$ cat src/rtl/sio_tx_pkg.sv
package sio_tx_pkg;
  localparam int FRAME_BITS = 8;
  localparam int MIN_HALF   = 2;

  // Effective half period: requests below the minimum are clamped up.
  function automatic int unsigned eff_half(input int unsigned req);
    return (req < MIN_HALF) ? MIN_HALF : req;
  endfunction
endpackage

$ cat src/rtl/sio_clkgen.sv
module sio_clkgen
  import sio_tx_pkg::*;
#(
  parameter int DIVW = 8
) (
  input  logic            clk,
  input  logic            rst,
  input  logic            start,
  input  logic            stop,
  input  logic [DIVW-1:0] div_half,
  output logic            sclk,
  output logic            bit_end
);
  logic [DIVW-1:0] half_q;
  logic [DIVW-1:0] cnt;
  logic            run;
  logic            half_done;

  assign half_done = (cnt == half_q - DIVW'(1));
  // end of the high phase of a bit period
  assign bit_end   = run & sclk & half_done;

  always_ff @(posedge clk) begin
    if (rst) begin
      run    <= 1'b0;
      sclk   <= 1'b1;
      cnt    <= '0;
      half_q <= DIVW'(MIN_HALF);
    end else if (start) begin
      run    <= 1'b1;
      sclk   <= 1'b0;
      cnt    <= '0;
      half_q <= DIVW'(eff_half(32'(div_half)));
    end else if (stop) begin
      run  <= 1'b0;
      sclk <= 1'b1;
      cnt  <= '0;
    end else if (run) begin
      if (half_done) begin
        cnt  <= '0;
        sclk <= ~sclk;
      end else begin
        cnt <= cnt + DIVW'(1);
      end
    end
  end

  // a rising clock edge follows at least two low cycles
  a_r3_min_low: assert property (@(posedge clk) disable iff (rst)
    $rose(sclk) |-> ($past(sclk, 1) == 1'b0 && $past(sclk, 2) == 1'b0));

  // the clock is held high whenever the generator is stopped
  a_r1_idle_high: assert property (@(posedge clk) disable iff (rst)
    (!run && !start) |=> sclk);
endmodule

$ cat src/rtl/sio_shifter.sv
module sio_shifter #(
  parameter int NB = 8
) (
  input  logic          clk,
  input  logic          rst,
  input  logic          load,
  input  logic [NB-1:0] ld_data,
  input  logic          adv,
  output logic          sdat,
  output logic          last
);
  localparam int CW = $clog2(NB);

  logic [NB-1:0] sh;
  logic [CW-1:0] idx;
  logic          act;

  assign sdat = sh[0];
  assign last = act && (idx == CW'(NB - 1));

  always_ff @(posedge clk) begin
    if (rst) begin
      sh  <= '1;
      idx <= '0;
      act <= 1'b0;
    end else if (load) begin
      sh  <= ld_data;
      idx <= '0;
      act <= 1'b1;
    end else if (adv) begin
      if (last) begin
        sh  <= '1;
        idx <= '0;
        act <= 1'b0;
      end else begin
        sh  <= {1'b1, sh[NB-1:1]};
        idx <= idx + 1'b1;
      end
    end
  end

  // bit periods only advance while a frame is loaded
  a_r2_adv_active: assert property (@(posedge clk) disable iff (rst)
    adv |-> act);
endmodule

$ cat src/rtl/sio_holdbuf.sv
module sio_holdbuf #(
  parameter int NB = 8
) (
  input  logic          clk,
  input  logic          rst,
  input  logic          capture,
  input  logic          consume,
  input  logic [NB-1:0] wr_data,
  output logic [NB-1:0] hold,
  output logic          valid,
  output logic          empty
);
  always_ff @(posedge clk) begin
    if (rst) begin
      hold  <= '0;
      valid <= 1'b0;
      empty <= 1'b1;
    end else if (consume) begin
      valid <= 1'b0;
      empty <= 1'b1;
    end else if (capture) begin
      hold  <= wr_data;
      valid <= 1'b1;
      empty <= 1'b0;
    end
  end

  // a stored byte clears the empty flag
  a_r7_capture_clears: assert property (@(posedge clk) disable iff (rst)
    (capture && !consume) |=> (!empty && valid && hold == $past(wr_data)));
endmodule

$ cat src/rtl/sio_dbuf_tx.sv
module sio_dbuf_tx
  import sio_tx_pkg::*;
#(
  parameter int DIVW = 8,
  parameter int NB   = FRAME_BITS
) (
  input  logic            clk,
  input  logic            rst,
  input  logic            dbl_en,
  input  logic [DIVW-1:0] div_half,
  input  logic            wr_en,
  input  logic [NB-1:0]   wr_data,
  output logic            sclk_o,
  output logic            sdat_o,
  output logic            irq_o,
  output logic            empty_o,
  output logic            busy_o
);
  // named internal events
  logic          bit_end;
  logic          last_bit;
  logic          frame_end;
  logic          pend;
  logic          load;
  logic          stop;
  logic          capture;
  logic          consume;
  logic [NB-1:0] hold;
  logic          hold_valid;
  logic [NB-1:0] ld_data;
  logic          busy_q;
  logic          irq_q;

  assign frame_end = bit_end & last_bit;
  assign pend      = hold_valid | wr_en;
  assign load      = dbl_en ? ((wr_en & ~busy_q) | (frame_end & pend))
                            : (wr_en & ~busy_q);
  assign stop      = frame_end & ~load;
  assign capture   = dbl_en & wr_en & busy_q & ~frame_end;
  assign consume   = dbl_en & load;
  assign ld_data   = wr_en ? wr_data : hold;

  sio_clkgen #(.DIVW(DIVW)) u_clk (
    .clk     (clk),
    .rst     (rst),
    .start   (load),
    .stop    (stop),
    .div_half(div_half),
    .sclk    (sclk_o),
    .bit_end (bit_end)
  );

  sio_shifter #(.NB(NB)) u_shift (
    .clk    (clk),
    .rst    (rst),
    .load   (load),
    .ld_data(ld_data),
    .adv    (bit_end),
    .sdat   (sdat_o),
    .last   (last_bit)
  );

  sio_holdbuf #(.NB(NB)) u_hold (
    .clk    (clk),
    .rst    (rst),
    .capture(capture),
    .consume(consume),
    .wr_data(wr_data),
    .hold   (hold),
    .valid  (hold_valid),
    .empty  (empty_o)
  );

  always_ff @(posedge clk) begin
    if (rst) begin
      busy_q <= 1'b0;
      irq_q  <= 1'b0;
    end else begin
      if (load)      busy_q <= 1'b1;
      else if (stop) busy_q <= 1'b0;
      irq_q <= dbl_en ? load : frame_end;
    end
  end

  assign busy_o = busy_q;
  assign irq_o  = irq_q;

  // interrupt is a single-cycle pulse
  a_r11_irq_pulse: assert property (@(posedge clk) disable iff (rst)
    irq_o |=> !irq_o);

  // data held while the clock is high inside a frame
  a_r2_data_stable: assert property (@(posedge clk) disable iff (rst)
    (busy_o && sclk_o && $past(sclk_o)) |-> $stable(sdat_o));

  // frame end with nothing pending stops silently
  a_r9_silent_stop: assert property (@(posedge clk) disable iff (rst)
    (dbl_en && frame_end && !hold_valid && !wr_en) |=> (!busy_o && !irq_o && sclk_o));

  // reload starts the next frame at once with an interrupt
  a_r8_reload_gapless: assert property (@(posedge clk) disable iff (rst)
    (dbl_en && frame_end && pend) |=> (busy_o && !sclk_o && irq_o && empty_o));

  // single-buffered frame end drops running and interrupts
  a_r4_single_end: assert property (@(posedge clk) disable iff (rst)
    (!dbl_en && frame_end) |=> (!busy_o && irq_o));

  // the empty flag never falls in single-buffered mode
  a_r5_single_empty: assert property (@(posedge clk) disable iff (rst)
    (!dbl_en && empty_o) |=> empty_o);
endmodule

$ cat config.mk
export PLATFORM = sky130hd
export DESIGN_NAME = sio_dbuf_tx
export DESIGN_NICKNAME = d
export VERILOG_FILES = /design/src/rtl/sio_tx_pkg.sv /design/src/rtl/sio_clkgen.sv /design/src/rtl/sio_shifter.sv /design/src/rtl/sio_holdbuf.sv /design/src/rtl/sio_dbuf_tx.sv
export SDC_FILE = /design/constraint.sdc
export NUM_CORES = 1
export LEC_CHECK = 0
export ABC_AREA = 1
export BUFFER_PORTS_ARGS = -buffer_cell sky130_fd_sc_hd__buf_2
export CAP_MARGIN = 20
export CORE_AREA = 2 2 70 72
export DETAILED_ROUTE_END_ITERATION = 10
export DIE_AREA = 0 0 72 74
export HOLD_SLACK_MARGIN = 0.03
export PLACE_DENSITY = 0.81
export SETUP_SLACK_MARGIN = 0.02
export SKIP_CTS_REPAIR_TIMING = 1
export SYNTH_ARGS = -nofsm -noshare
export SYNTH_HDL_FRONTEND = slang
export SYNTH_SLANG_ARGS = --single-unit
$ cat constraint.sdc
create_clock -name clk -period 4.9 [get_ports clk]
set_input_delay 0.735 -clock clk [delete_from_list [all_inputs] [get_ports clk]]
set_output_delay 0.735 -clock clk [all_outputs]
set_load 0.01 [all_outputs]
==> impl_metrics.json, run 1 <==
{
  "outcome": "finished clean",
  "synth.most_common_cell": "nand2_1",
  "synth.top_cell.area_share": 0.3600,
  "nets": 358,
  "grt_overflow": 0,
  "row_count": 25,
  "min_period_over_period": 0.5318,
  "synth_top_cell_by_area": "dfxtp_1",
  "fin_setup_tns_ns": 0,
  "critPathLaunchType": "register",
  "clock_sinks": 41,
  "cap_violations": 0,
  "grt_pass1_wl_mm": 7.990,
  "die_y_um": 74,
  "grt_pass1_vias": 1909,
  "ir_worst_vdd_mv": 0.1197,
  "drc": 0,
  "cp_data_arrival_time_ns": 2.77,
  "clk_pin_slew_ns": 0.09,
  "p_leak_uw": 0.001141,
  "cts_buffers": 5,
  "drt_first_pass_iters": 4,
  "reg2reg_depth": 17,
  "cts_root_buffer": "clkbuf_8",
  "worst_slew_pin_slew_ns": 0.8966,
  "synth_warnings": 0,
  "io_pins": 25,
  "max-slew-margin-rel": 0.4016,
  "tritoncts": "yes",
  "fmax_mhz": 383.8,
  "synth-edff-count": 0,
  "core-area_um2": 4598,
  "critPathMaxFanout": 18,
  "insertion_delay_ns": 0.30,
  "cpPeakStageDelay_ns": 0.38,
  "placedCellCount": 381,
  "htree_levels": 2,
  "synthFlopType": "dfxtp_1",
  "min_period_ns": 2.606,
  "drive_above_1_share": 0.1761,
  "syn_nets": 338,
  "cp_slowest_cell": "dfxtp_1",
  "design.die.area_um2": 5328,
  "routedWlPerCell_um": 12.02,
  "crit_chain": "inv_2 -> ha_1 -> inv_1 -> nand2_1 -> nand2_1 -> nor2_2 -> nand2_1 -> nor2_2 -> nand3_1 -> nor2_2 -> nand3_2 -> nor2_4 -> nand3_4 -> nand2_2 -> o21ai_0 -> nand2_1 -> nand2_1",
  "layoutNonFillerInstCount": 389,
  "synth_commonest_cells": "nand2_1 (66), dfxtp_1 (41), nor2_1 (38)",
  "end_kind": "register",
  "grt_usage": 0.1917,
  "syn_to_final_growth_pct": 8.946,
  "timing.critical_path.mode_cell": "nand2_1",
  "syn-instance-count": 314,
  "synth.avg_cell_area_um2": 7.260,
  "dieWidth_um": 72,
  "p_per_area_nw_per_um2": 288.0,
  "critPathKind": "register to register",
  "drt_iter0_drc": 107,
  "ys_types": 34,
  "clock_skew_ns": 0.01551,
  "wl_mm": 4.674,
  "place_congestion": 0.8575,
  "async_flop_share": 0,
  "clockBufferDepth": 2,
  "io_buffers": 24,
  "finalSetupViolCount": 0,
  "antenna_found_initial": 0,
  "min_path_cells": 2,
  "synth_area_leaders": "dfxtp_1 (36%), nand2_1 (11%), nor2_1 (6.3%)",
  "required_ns": 5.07,
  "yosysSeqAreaShare": 0.3600,
  "n_antenna_cell": 0,
  "hold_class": "register to register",
  "syn_area_um2": 2280,
  "via_per_inst": 5.175,
  "utilization": 0.5401,
  "hpwl_mm": 3.471,
  "antenna_left": 0,
  "final-max-slew-violation-count": 0,
  "initial_core_util": 0.4958,
  "yosys_register_bits": 41,
  "vias": 2013,
  "grt_setup_unrepaired": "false",
  "hold_viol_final": 0,
  "grt_max_degree": 32
}
worst max-delay path, delay by kind of cell (launching register included):
kind            cells  cell delay (ns)
compound gates      1             0.14
fa+ha+maj           1             0.29
buf+inv             2             0.11
flops               1             0.38
simple gates       13             1.56
power by group:
part | leakage (uW) | internal, uW | switching, uW
registers | 0.000336 | 351 | 16.2
logic | 0.000761 | 45.1 | 70.4
clock network | 0.0000447 | 103 | 130
cell families after synthesis:
family,share of synthesized area
AO/OA/AOI/OAI,0.07794
XOR/XNOR,0.03677
adder cells (fa/ha/maj),0.02195
buffers and inverters,0.08836
flip-flops,0.3600
multiplexers,0.03074
AND/OR/NAND/NOR,0.3842
metrics by stage:
stage | worst slack, ns | hold slack, ns | total power, uW | instance area, um^2
final | 2.294 | 0.4722 | 715.2 | 2484
after detailed placement | 2.312 | 0.4583 | 489.7 | 2390
after floorplan | 2.689 | 0.4269 | 462.0 | 2280
after global placement | 2.405 | 0.4465 | 486.3 | 2390
after CTS | 2.299 | 0.4757 | 720.4 | 2484
after global routing | 2.002 | 0.5030 | 752.7 | 2484
layout make-up:
type,count,area [um^2]
Timing Repair Buffer,24,120.1
Clock inverter,3,25.02
Fill cell,452,2115
Inverter,33,123.9
Clock buffer,5,68.82
Tap cell,54,67.56
Sequential cell,41,820.8
Multi-Input combinational cell,229,1257
routing by layer:
layer / up-vias / track usage / routed length, um
li1: 1056 / - / -
met1: 913 / 0.2253 / 2239
met2: 36 / 0.3416 / 2185
met3: 8 / 0.03794 / 163
met4: 0 / 0.08386 / 86
met5: - / 0 / 0
final timing paths:
| check | startpoint | endpoint | slack, ns |
|---|---|---|---|
| max | u_clk.half_q[0] | u_shift.sh[7] | 2.29 |
| min | u_shift.idx[1] | u_shift.idx[1] | 0.47 |
| max reg2reg | u_clk.half_q[0] | u_shift.sh[7] | 2.29 |
| min reg2reg | u_shift.idx[1] | u_shift.idx[1] | 0.47 |
placed cells by master (no fill, tap or decap), types with 2 or more instances in the layout:
master and count:
dfxtp_1 41, nor4_1 3, nor2_1 38, buf_2 24, xor2_1 5, o21ai_0 23
ha_1 4, inv_1 32, nand2_2 3, clkbuf_8 5, xnor2_1 2, a21oi_1 9
nor3_1 10, nand4_1 4, mux2i_1 7, o21ai_1 2, nand3_1 25, nand2_1 66
nor2_2 10, nand2_8 3, nand3_2 7
registers in the layout, indices dropped and copies added, names as in the netlist:
name,flops
irq_o,1
u_clk.cnt,8
u_clk.half_q,8
u_clk.run,1
u_clk.sclk,1
u_hold.empty,1
u_hold.hold,8
u_hold.valid,1
u_shift.act,1
u_shift.idx,3
u_shift.sh,8
No activity file was read; power rests on OpenSTA's default activity.
==> run 2: changes to the inputs <==
- PLACE_DENSITY: 0.81 -> 0.83
- clock period: 4.9 -> 2.35 ns (I/O delays scaled with it)
==> impl_metrics.json, run 2 (synthesis results as in run 1) <==
{
  "dp_worst_setup_slack_ns": -0.09591,
  "outcome": "finished clean",
  "use_met2": 0.3591,
  "p_switching_uw": 452.8,
  "clkPwrFrac": 0.285,
  "comb_power_share": 0.206,
  "crit_chain": "inv_4 -> ha_4 -> inv_2 -> nand2_1 -> nand2_1 -> nor2_2 -> nand2_1 -> nor2_2 -> nand3_2 -> nor2_2 -> nand3_2 -> nor2_4 -> buf_4 -> nand2_1 -> or2_0 -> a21oi_1",
  "cp_slowest_cell": "dfxtp_2",
  "crit_buf_inv": 3,
  "swShare": 0.3011,
  "grt_usage": 0.1938,
  "mostFrequentLayoutCells": "nand2_1 (61), dfxtp_1 (39), nor2_1 (36)",
  "cp_data_arrival_time_ns": 2.56,
  "final-max-slew-violation-count": 0,
  "seq_power_share": 0.509,
  "io_pins": 25,
  "antenna_left": 0,
  "p_leak_uw": 0.001211,
  "place_congestion": 0.8645,
  "whs_ns": 0.2371,
  "p_int_uw": 1051,
  "required_ns": 2.58,
  "grt_use_met3": 0.05556,
  "clockBufferDepth": 2,
  "critPathMaxFanout": 7,
  "fin_area_um2": 2738,
  "clk_pin_slew_ns": 0.08,
  "drive_above_1_share": 0.2644,
  "grt_max_degree": 20,
  "use_met1": 0.2096,
  "cpPeakStageDelay_ns": 0.36,
  "hold_viol_final": 0,
  "initial_core_util": 0.4958,
  "drt_first_pass_iters": 4,
  "critPathKind": "register to register",
  "critPathLaunchType": "register",
  "clock_sinks": 41,
  "hold_class": "input pin to register",
  "cts_buffers": 5,
  "holdCritStartpoint": "rst",
  "grt_pass1_vias": 1923,
  "top_usage_layer": "met2",
  "io_buffers": 24,
  "setup_ws_ns": 0.01528,
  "mostFrequentLayoutCell": "nand2_1",
  "antenna_found_initial": 0,
  "end_kind": "register",
  "wl_mm": 5.392,
  "max-slew-margin-rel": 0.5834,
  "timing.critical_path.mode_cell": "nand2_1",
  "finalSetupViolCount": 0,
  "insertion_delay_ns": 0.29,
  "htree_levels": 2,
  "row_count": 25,
  "grt_pass1_wl_mm": 8.045,
  "die_y_um": 74,
  "hpwl_mm": 3.543,
  "syn_to_final_growth_pct": 20.09,
  "min_period_over_period": 0.9935,
  "r2r-start": "u_clk.half_q[0]",
  "crit_start": "u_clk.half_q[0]",
  "fmax_mhz": 428.3,
  "tritoncts": "yes",
  "min_period_ns": 2.335,
  "crit_family": "simple AND/OR/NAND/NOR gates",
  "dpl_cell_area_um2": 2442,
  "routedWlPerCell_um": 13.41,
  "via_per_inst": 5.396,
  "ir_worst_vdd_mv": 0.3555,
  "dieWidth_um": 72,
  "vias": 2169,
  "p_per_area_nw_per_um2": 549.3,
  "cap_violations": 0,
  "grt_overflow": 0,
  "grt_setup_unrepaired": "true",
  "nets": 373,
  "cts_root_buffer": "clkbuf_8",
  "clock_skew_ns": 0.006430,
  "core-area_um2": 4598,
  "n_antenna_cell": 0,
  "design.die.area_um2": 5328,
  "drt_iter0_drc": 103,
  "drc": 0,
  "worst_slew_pin_slew_ns": 0.6201
}
[run 2: cell types whose count changed in the layout (fill, tap and decap cells not counted), sizes merged]
cell | previous run | this run
inv | 34 | 32
nand2 | 72 | 74
buf | 24 | 37
[run 2: layout make-up]
cell class / instances / area (um^2)
sequential: 41 / 823.3
timing repair buffer: 37 / 221.5
multi-input combinational: 231 / 1421
clock buffer: 5 / 68.82
tap: 54 / 67.56
clock inverter: 1 / 5.005
fill: 389 / 1861
inverter: 33 / 130.1
[run 2: metrics by stage]
step | util | setup TNS [ns] | cells | total power (uW)
global placement | 0.5312 | 0 | 388 | 1021
detailed placement | 0.5312 | -0.6024 | 388 | 1028
finish | 0.5954 | 0 | 402 | 1504
floorplan | - | 0 | 314 | 963.4
global route | 0.5954 | -5.443 | 402 | 1569
CTS | 0.5472 | -0.5880 | 394 | 1446
[run 2: final timing paths]
path / slack, ns / cells past startpoint / endpoint
worst max-delay path: 0.02 / 16 / u_shift.idx[0]
worst min-delay path: 0.24 / 2 / irq_o
worst max register to register: 0.02 / 16 / u_shift.idx[0]
worst min register to register: 0.48 / 2 / u_hold.hold[3]
[run 2: power by group through the flow]
stage / Combinational [uW] / Clock [uW] / Sequential [uW]
after CTS: 251 / 432 / 763
after global placement: 243 / 0 / 778
after detailed placement: 250 / 0 / 778
final: 309 / 429 / 766
after floorplan: 192 / 0 / 771
after global routing: 345 / 454 / 770
[run 2: layer usage]
layer,wire [um],share of wire,vias to the layer above
met5,0,0,-
met4,140,0.026,0
met3,232,0.043,14
met2,2716,0.50,48
met1,2303,0.43,1024
li1,-,-,1083
